### src/rtl/cnn_pkg.sv
package cnn_pkg;

  // Window geometry shared by all pieces of the core.
  localparam int KDIM = 3;
  localparam int TAPS = KDIM * KDIM;

  // Phase inside a three-cycle slot. PH_ADV is the cycle that takes a
  // new pixel, shifts the window and finishes the previous result.
  typedef enum logic [1:0] {
    PH_ADV    = 2'd0,
    PH_LEFT   = 2'd1,
    PH_CENTER = 2'd2
  } phase_e;

  // Window column handled in a given phase.
  function automatic int phase_col(phase_e ph);
    case (ph)
      PH_LEFT:   return 0;
      PH_CENTER: return 1;
      default:   return 2;
    endcase
  endfunction

endpackage

### src/rtl/cnn_line_delay.sv
// Ring-buffer delay of DEPTH advances, written so that block RAM can be
// inferred: one read-before-write access per advance.
module cnn_line_delay #(
  parameter int DW    = 8,
  parameter int DEPTH = 64
) (
  input  logic          clk,
  input  logic          rst,
  input  logic          adv,
  input  logic [DW-1:0] din,
  output logic [DW-1:0] dout
);
  localparam int PW = (DEPTH > 1) ? $clog2(DEPTH) : 1;
  localparam logic [PW-1:0] PTR_LAST = PW'(DEPTH - 1);

  logic [DW-1:0] mem [DEPTH];
  logic [PW-1:0] ptr;

  always_ff @(posedge clk) begin
    if (adv) begin
      dout     <= mem[ptr];
      mem[ptr] <= din;
    end
  end

  always_ff @(posedge clk) begin
    if (rst) begin
      ptr <= '0;
    end else if (adv) begin
      ptr <= (ptr == PTR_LAST) ? '0 : PW'(ptr + 1'b1);
    end
  end

endmodule

### src/rtl/cnn_ctrl.sv
// Slot sequencer: three-cycle phase, slot count over the frame plus the
// flush slots, output position and border flags of the current window.
module cnn_ctrl import cnn_pkg::*; #(
  parameter int IMG_W = 64,
  parameter int IMG_H = 48
) (
  input  logic   clk,
  input  logic   rst,
  input  logic   start_in,
  output logic   running,
  output phase_e phase,
  output logic   adv,
  output logic   feed,
  output logic   win_vld,
  output logic   win_first,
  output logic   edge_top,
  output logic   edge_bot,
  output logic   edge_lft,
  output logic   edge_rgt
);
  localparam int NPIX      = IMG_W * IMG_H;
  localparam int FIRST_OUT = IMG_W + 1;
  localparam int LAST_WIN  = (IMG_H + 1) * IMG_W;
  localparam int LAST_SLOT = LAST_WIN + 1;
  localparam int SLOT_W    = $clog2(LAST_SLOT + 1);
  localparam int ROW_W     = $clog2(IMG_H + 1);
  localparam int COL_W     = $clog2(IMG_W + 1);

  logic [SLOT_W-1:0] slot;
  logic [SLOT_W-1:0] cur_slot;
  logic [ROW_W-1:0]  orow;
  logic [COL_W-1:0]  ocol;
  logic              emit;

  always_comb begin
    adv      = running ? (phase == PH_ADV) : start_in;
    cur_slot = running ? slot : '0;
    feed     = adv && (cur_slot < SLOT_W'(NPIX));
    emit     = (cur_slot >= SLOT_W'(FIRST_OUT)) && (cur_slot <= SLOT_W'(LAST_WIN));
  end

  always_ff @(posedge clk) begin
    if (rst) begin
      running   <= 1'b0;
      phase     <= PH_ADV;
      slot      <= '0;
      orow      <= '0;
      ocol      <= '0;
      win_vld   <= 1'b0;
      win_first <= 1'b0;
      edge_top  <= 1'b0;
      edge_bot  <= 1'b0;
      edge_lft  <= 1'b0;
      edge_rgt  <= 1'b0;
    end else begin
      if (!running) begin
        if (start_in) begin
          running <= 1'b1;
          phase   <= PH_LEFT;
          slot    <= SLOT_W'(1);
          orow    <= '0;
          ocol    <= '0;
        end
      end else begin
        unique case (phase)
          PH_LEFT:   phase <= PH_CENTER;
          PH_CENTER: phase <= PH_ADV;
          default: begin
            phase <= PH_LEFT;
            slot  <= slot + 1'b1;
            if (slot == SLOT_W'(LAST_SLOT)) begin
              running <= 1'b0;
              phase   <= PH_ADV;
            end
          end
        endcase
      end

      if (adv) begin
        win_vld <= emit;
        if (emit) begin
          win_first <= (orow == '0) && (ocol == '0);
          edge_top  <= (orow == '0);
          edge_bot  <= (orow == ROW_W'(IMG_H - 1));
          edge_lft  <= (ocol == '0);
          edge_rgt  <= (ocol == COL_W'(IMG_W - 1));
          if (ocol == COL_W'(IMG_W - 1)) begin
            ocol <= '0;
            orow <= orow + 1'b1;
          end else begin
            ocol <= ocol + 1'b1;
          end
        end
      end
    end
  end

endmodule

### src/rtl/cnn_window.sv
// Three-column window. Column 2 is the newest vertical triplet (bottom
// from a register, middle and top from the line delays); columns 1 and 0
// are older copies. Border flags replace out-of-image cells with the
// nearest real one, then the column for the current phase is presented.
module cnn_window import cnn_pkg::*; #(
  parameter int SW = 8
) (
  input  logic                 clk,
  input  logic                 rst,
  input  logic                 adv,
  input  phase_e               phase,
  input  logic signed [SW-1:0] pix,
  input  logic signed [SW-1:0] mid_in,
  input  logic signed [SW-1:0] top_in,
  input  logic                 edge_top,
  input  logic                 edge_bot,
  input  logic                 edge_lft,
  input  logic                 edge_rgt,
  output logic signed [SW-1:0] tap_top,
  output logic signed [SW-1:0] tap_mid,
  output logic signed [SW-1:0] tap_bot,
  output logic signed [SW-1:0] ctr
);
  logic signed [SW-1:0] new_bot;
  logic signed [SW-1:0] c1_t, c1_m, c1_b;
  logic signed [SW-1:0] c0_t, c0_m, c0_b;
  logic signed [SW-1:0] sel_t, sel_m, sel_b;

  always_ff @(posedge clk) begin
    if (rst) begin
      new_bot <= '0;
      c1_t <= '0; c1_m <= '0; c1_b <= '0;
      c0_t <= '0; c0_m <= '0; c0_b <= '0;
    end else if (adv) begin
      new_bot <= pix;
      c1_t <= top_in;  c1_m <= mid_in;  c1_b <= new_bot;
      c0_t <= c1_t;    c0_m <= c1_m;    c0_b <= c1_b;
    end
  end

  always_comb begin
    sel_t = c1_t;
    sel_m = c1_m;
    sel_b = c1_b;
    unique case (phase)
      PH_LEFT: begin
        if (!edge_lft) begin
          sel_t = c0_t; sel_m = c0_m; sel_b = c0_b;
        end
      end
      PH_ADV: begin
        if (!edge_rgt) begin
          sel_t = top_in; sel_m = mid_in; sel_b = new_bot;
        end
      end
      default: ;
    endcase
    tap_mid = sel_m;
    tap_top = edge_top ? sel_m : sel_t;
    tap_bot = edge_bot ? sel_m : sel_b;
    ctr     = c1_m;
  end

endmodule

### src/rtl/cnn_mac.sv
// Three multipliers shared over three cycles: left column, centre column
// plus the old state, right column plus the cell constant, then rounding
// toward zero and clamping into the output register.
module cnn_mac import cnn_pkg::*; #(
  parameter int SW    = 8,
  parameter int FRAC  = 6,
  parameter int CW    = 10,
  parameter int KW    = 8,
  parameter int ACC_W = 21
) (
  input  logic                 clk,
  input  logic                 rst,
  input  phase_e               phase,
  input  logic                 adv,
  input  logic                 win_vld,
  input  logic                 win_first,
  input  logic signed [SW-1:0] v_top,
  input  logic signed [SW-1:0] v_mid,
  input  logic signed [SW-1:0] v_bot,
  input  logic signed [SW-1:0] ctr,
  input  logic signed [CW-1:0] g,
  input  logic signed [KW-1:0] k_top,
  input  logic signed [KW-1:0] k_mid,
  input  logic signed [KW-1:0] k_bot,
  output logic signed [SW-1:0] state_q,
  output logic signed [CW-1:0] const_q,
  output logic                 vld_q,
  output logic                 first_q
);
  localparam int PW = SW + KW;
  localparam int MAXV = (1 << FRAC) - 1;
  localparam int MINV = -(1 << FRAC);
  localparam logic signed [ACC_W-1:0] HI_L = ACC_W'(MAXV);
  localparam logic signed [ACC_W-1:0] LO_L = ACC_W'(MINV);

  logic signed [SW-1:0]    vals [KDIM];
  logic signed [KW-1:0]    ks   [KDIM];
  logic signed [PW-1:0]    prod [KDIM];
  logic signed [ACC_W-1:0] psum, acc, total, mag, q, sat;

  assign vals[0] = v_top;
  assign vals[1] = v_mid;
  assign vals[2] = v_bot;
  assign ks[0]   = k_top;
  assign ks[1]   = k_mid;
  assign ks[2]   = k_bot;

  generate
    for (genvar i = 0; i < KDIM; i++) begin : g_mul
      assign prod[i] = vals[i] * ks[i];
    end
  endgenerate

  always_comb begin
    psum  = ACC_W'(prod[0]) + ACC_W'(prod[1]) + ACC_W'(prod[2]);
    total = acc + psum + (ACC_W'(g) <<< FRAC);
    mag   = total[ACC_W-1] ? -total : total;
    mag   = mag >>> FRAC;
    q     = total[ACC_W-1] ? -mag : mag;
    if (q > HI_L)      sat = HI_L;
    else if (q < LO_L) sat = LO_L;
    else               sat = q;
  end

  always_ff @(posedge clk) begin
    if (rst) begin
      acc     <= '0;
      state_q <= '0;
      const_q <= '0;
      vld_q   <= 1'b0;
      first_q <= 1'b0;
    end else begin
      vld_q   <= adv && win_vld;
      first_q <= adv && win_vld && win_first;
      unique case (phase)
        PH_LEFT:   acc <= psum;
        PH_CENTER: acc <= acc + psum + (ACC_W'(ctr) <<< FRAC);
        default: ;
      endcase
      if (adv && win_vld) begin
        state_q <= sat[SW-1:0];
        const_q <= g;
      end
    end
  end

endmodule

### src/rtl/cnn_iter_core.sv
module cnn_iter_core import cnn_pkg::*; #(
  parameter int IMG_W   = 64,
  parameter int IMG_H   = 48,
  parameter int STATE_W = 8,
  parameter int FRAC_W  = 6,
  parameter int CONST_W = 10,
  parameter int COEF_W  = 8
) (
  input  logic                      clk,
  input  logic                      rst,
  input  logic                      start_in,
  input  logic                      in_valid,
  input  logic signed [STATE_W-1:0] state_in,
  input  logic signed [CONST_W-1:0] const_in,
  input  logic                      coef_we,
  input  logic [3:0]                coef_sel,
  input  logic signed [COEF_W-1:0]  coef_val,
  output logic                      start_out,
  output logic                      out_valid,
  output logic signed [STATE_W-1:0] state_out,
  output logic signed [CONST_W-1:0] const_out
);
  localparam int PROD_W = STATE_W + COEF_W;
  localparam int SH_W   = CONST_W + FRAC_W;
  localparam int ACC_W  = ((PROD_W > SH_W) ? PROD_W : SH_W) + 5;
  localparam int FLAT_W = TAPS * COEF_W;

  // Coefficient bank, row-major over the window.
  logic signed [COEF_W-1:0] coef_r [TAPS];
  logic [FLAT_W-1:0]        coef_flat;
  logic signed [COEF_W-1:0] k_top, k_mid, k_bot;

  logic   running, adv, feed, win_vld, win_first;
  logic   edge_top, edge_bot, edge_lft, edge_rgt;
  phase_e phase;

  logic signed [STATE_W-1:0] pix, lb0_q, lb1_q;
  logic signed [CONST_W-1:0] gin, g_q;
  logic signed [STATE_W-1:0] tap_top, tap_mid, tap_bot, ctr;

  always_ff @(posedge clk) begin
    if (rst) begin
      for (int i = 0; i < TAPS; i++) coef_r[i] <= '0;
    end else if (coef_we && !running && (coef_sel < 4'(TAPS))) begin
      coef_r[coef_sel] <= coef_val;
    end
  end

  generate
    for (genvar i = 0; i < TAPS; i++) begin : g_flat
      assign coef_flat[i*COEF_W +: COEF_W] = coef_r[i];
    end
  endgenerate

  always_comb begin
    int col;
    col   = phase_col(phase);
    k_top = coef_r[col];
    k_mid = coef_r[KDIM + col];
    k_bot = coef_r[2*KDIM + col];
  end

  // Flush slots after the frame feed zeros; their values are never used.
  assign pix = (feed && in_valid) ? state_in : '0;
  assign gin = (feed && in_valid) ? const_in : '0;

  cnn_ctrl #(.IMG_W(IMG_W), .IMG_H(IMG_H)) ctrl_i (
    .clk(clk), .rst(rst), .start_in(start_in),
    .running(running), .phase(phase), .adv(adv), .feed(feed),
    .win_vld(win_vld), .win_first(win_first),
    .edge_top(edge_top), .edge_bot(edge_bot),
    .edge_lft(edge_lft), .edge_rgt(edge_rgt)
  );

  // Line delays: one row for the middle tap, one row less one for the top
  // tap (its input is already one advance late), one row plus one for the
  // constant so it lines up with the centre of the window.
  cnn_line_delay #(.DW(STATE_W), .DEPTH(IMG_W)) lb_mid_i (
    .clk(clk), .rst(rst), .adv(adv), .din(pix), .dout(lb0_q)
  );
  cnn_line_delay #(.DW(STATE_W), .DEPTH(IMG_W - 1)) lb_top_i (
    .clk(clk), .rst(rst), .adv(adv), .din(lb0_q), .dout(lb1_q)
  );
  cnn_line_delay #(.DW(CONST_W), .DEPTH(IMG_W + 1)) lb_const_i (
    .clk(clk), .rst(rst), .adv(adv), .din(gin), .dout(g_q)
  );

  cnn_window #(.SW(STATE_W)) win_i (
    .clk(clk), .rst(rst), .adv(adv), .phase(phase),
    .pix(pix), .mid_in(lb0_q), .top_in(lb1_q),
    .edge_top(edge_top), .edge_bot(edge_bot),
    .edge_lft(edge_lft), .edge_rgt(edge_rgt),
    .tap_top(tap_top), .tap_mid(tap_mid), .tap_bot(tap_bot), .ctr(ctr)
  );

  cnn_mac #(
    .SW(STATE_W), .FRAC(FRAC_W), .CW(CONST_W), .KW(COEF_W), .ACC_W(ACC_W)
  ) mac_i (
    .clk(clk), .rst(rst), .phase(phase), .adv(adv),
    .win_vld(win_vld), .win_first(win_first),
    .v_top(tap_top), .v_mid(tap_mid), .v_bot(tap_bot), .ctr(ctr), .g(g_q),
    .k_top(k_top), .k_mid(k_mid), .k_bot(k_bot),
    .state_q(state_out), .const_q(const_out),
    .vld_q(out_valid), .first_q(start_out)
  );

endmodule

### config.mk
export PLATFORM = sky130hd
export DESIGN_NAME = cnn_iter_core
export DESIGN_NICKNAME = d
export VERILOG_FILES = /design/src/rtl/cnn_pkg.sv /design/src/rtl/cnn_line_delay.sv /design/src/rtl/cnn_ctrl.sv /design/src/rtl/cnn_window.sv /design/src/rtl/cnn_mac.sv /design/src/rtl/cnn_iter_core.sv
export SDC_FILE = /design/constraint.sdc
export NUM_CORES = 2
export LEC_CHECK = 0
export ABC_AREA = 1
export CAP_MARGIN = 10
export CORE_MARGIN = 10
export CORE_UTILIZATION = 43
export DETAILED_ROUTE_END_ITERATION = 12
export DONT_BUFFER_PORTS = 1
export PLACE_DENSITY_LB_ADDON = 0.15
export SYNTH_ARGS = -nofsm -noshare
export SYNTH_HDL_FRONTEND = slang
export SYNTH_SLANG_ARGS = --single-unit
### constraint.sdc
create_clock -name clk -period 18.3 [get_ports clk]
set_input_delay 0.915 -clock clk [delete_from_list [all_inputs] [get_ports clk]]
set_output_delay 0.915 -clock clk [all_outputs]
set_load 0.005 [all_outputs]
==> results.py <==
metrics = {
    "outcome": {
        "run_status": "complete, no violations",
    },
    "sta": {
        "layout_min_cycle_time_ps": 14150,
        "finalHoldWorstSlack_ps": 163.3,
        "setup_violations": 0,
        "finalHoldViolCount": 0,
        "rsz_0062_raised_after_global_routing": "no",
        "final.setup.tns_ps": 0,
        "clock-skew-final_ps": 36.56,
        "final_max_slew_viol_count": 0,
        "pin_slew_with_the_least_headroom_to_its_limit_ps": 1257,
        "layout_worst_path_cycle_share_pct": 77.35,
        "max-slew-margin-rel_pct": 15.86,
        "achievable-frequency_mhz": 70.65,
    },
    "global_route": {
        "first_global_vias": 52880,
        "grt_start_max_net_pins": 120,
        "globalRouteTotalUtil_pct": 21.36,
        "grt.overflow.total": 0,
        "initial_antenna_violation_count": 3,
        "grt_pass1_wl_mm": 351.7,
    },
    "setup_path": {
        "worst_setup_path_end_kind": "flop",
        "cpPeakStageDelay_ps": 680,
        "kind_of_launch_point_of_the_worst_setup_path": "flop",
        "path_class": "reg2reg",
        "path_max_fanout": 29,
        "cp_common_cell": "nand2_1",
        "crit_slowest_cell": "o21ai_0",
        "worst_ep_arrival_time_ps": 14880,
        "cp_data_required_time_ps": 19030,
    },
    "logic_synthesis": {
        "synth_sequential_area_ratio_pct": 66.39,
        "synthDistinctLibCells": 67,
        "synth_edf_count": 1772,
        "avgSynthCellArea_um2": 12.65,
        "synth.yosys.warnings": 0,
        "yosys_most_used_dff": "edfxtp_1",
        "synth_seq_cells": 1922,
        "syn-instance-count": 6696,
        "synthArstFlopShare_pct": 0,
        "mappedNetlistArea_um2": 84680,
    },
    "floorplanning": {
        "floorplan.initialDensity_pct": 43.34,
        "design.die.area_um2": 215100,
        "design.core.area_um2": 195400,
        "row_count": 162,
        "ioPinCount": 55,
        "dieWidth_um": 463.8,
        "die_h_um": 463.8,
    },
    "placement": {
        "post-dp-hpwl_mm": 147.8,
        "placement.io_buffers": 0,
        "gp_congestion": 0.9394,
    },
    "cells_and_area": {
        "layout.filler_cells": 17260,
        "area_growth_pct": 11.34,
        "diodes_inserted": 0,
        "ff_latch_area_um2": 56210,
        "layout.core_utilization_pct": 48.25,
        "final_layout_size_suffix_gt1_share_pct": 7.203,
        "multi_input_area_um2": 25390,
        "finish.net_count": 7152,
    },
    "detailed_routing": {
        "avgRoutedWirePerCell_um": 24.76,
        "wl_mm": 235.8,
        "drc": 0,
        "first_iter_violations": 5137,
        "post_drt_via_cell_ratio": 5.614,
        "routed-via-count": 53470,
        "detail-route-antenna-nets": 0,
        "count_of_tritonroute_iterations_in_the_first_routing_pass": 5,
    },
    "cts": {
        "clk_path_buf_depth": 3,
        "cts-hold-fix-buffers": 0,
        "number_of_clock_buffers_inserted_by_tritoncts": 197,
        "worst_skew_pair.late_latency_ps": 860,
        "tritoncts_num_sinks": 1922,
        "clock_root_buffer_master": "clkbuf_16",
        "htree_num_levels": 4,
        "cts_resized": 0,
        "cts.clk_slew.worst_paths_ps": 60,
        "post-cts-setup-buffer-count": 0,
        "tritoncts": "yes",
    },
    "job": {
        "cap_violations": 0,
    },
    "min_path": {
        "worst_hold_path_type": "in2reg",
    },
}
## cell usage after synthesis, types with 167 or more instances
| master | n | area [µm²] |
|---|---|---|
| clkbuf_1 | 206 | 773.2 |
| nand4_1 | 201 | 1257 |
| edfxtp_1 | 1772 | 53210 |
| a22o_1 | 185 | 1620 |
| nand2_1 | 1088 | 4084 |
| a22oi_1 | 245 | 1839 |
| a21oi_1 | 210 | 1051 |
| a221oi_1 | 196 | 1717 |
| o21ai_0 | 167 | 835.8 |
| fa_1 | 237 | 4745 |
| nor2_1 | 687 | 2579 |
| inv_1 | 602 | 2260 |
## metrics by stage
stage | area [µm²] | cells | worst slack [ps]
floorplan | 84700 | 6703 | 6735
global placement | 88090 | 9161 | 4350
detailed placement | 88090 | 9162 | 4206
CTS | 94270 | 9523 | 4177
global route | 94280 | 9524 | 2879
finish | 94280 | 9524 | 4146
## critical path: cells and delay by family (launching register included)
| family | cells | cell delay (ps) |
|---|---|---|
| fa+ha+maj | 12 | 4680 |
| simple gates | 28 | 3660 |
| compound gates | 13 | 3000 |
| buf+inv | 13 | 1790 |
| xor+xnor | 3 | 550 |
| flops | 1 | 340 |
## cell type report
| cell class | count | share of cell area [%] |
|---|---|---|
| repair buffers | 103 | 0.8507 |
| multi-input cells | 3872 | 26.93 |
| clock buffers | 259 | 5.595 |
| clock inverters | 102 | 0.9516 |
| inverters | 642 | 2.559 |
| flip-flops and latches | 1922 | 59.63 |
| well taps | 2624 | 3.482 |
## cells by family after synthesis
family / Yosys count / synth area share (%)
simple gates: 2246 / 11.20
flops: 1922 / 66.39
fa+ha+maj: 379 / 7.701
xor+xnor: 60 / 0.6383
compound gates: 1179 / 10.00
other cells: 1 / 0.004429
buf+inv: 909 / 4.063
## registers in the layout (all words and copies together), names as in the netlist, 10 cells and up
signal,flops
coef_r,80
ctrl_i.slot,12
lb_const_i.dout,10
lb_const_i.mem,650
lb_mid_i.mem,512
lb_top_i.mem,504
mac_i.acc,21
mac_i.const_q,10
## path summary, 6_finish.rpt
path,to,cells after the start,startpoint,slack (ps)
worst min-delay path,coef_r[9][5],0,coef_val[5],160
worst max register to register,mac_i.state_q[1],69,ctrl_i.phase[1],4150
worst min register to register,win_i.c0_m[5],2,win_i.c0_m[5],460
worst max-delay path,mac_i.state_q[1],69,ctrl_i.phase[1],4150
## routing by layer
metal	up-vias	track usage [%]	part of all wire [%]	wire, µm
li1	24350	-	-	-
met1	27020	29.77	44	103100
met2	1726	34.64	47	111700
met3	370	3.298	6.0	14250
met4	2	6.274	2.9	6789
met5	-	0	0.0059	14
## placed cells by master (no fill, tap or decap), types with 34 or more instances in the layout
cell,n
nand2_1,1088
nand3_1,164
edfxtp_1,1772
fa_1,237
clkinv_1,67
dfxtp_1,150
a22o_1,185
inv_1,600
clkinv_2,34
a22oi_1,245
o21ai_0,166
clkbuf_16,199
buf_4,100
nand4_1,201
nor2_1,643
nor2_4,45
xor2_1,41
a221oi_1,196
ha_1,141
clkbuf_1,53
a21oi_1,210
Power is left out: the tool's default activity adds up to more than one toggle a clock period on the data nets, which glitch-free logic cannot reach.
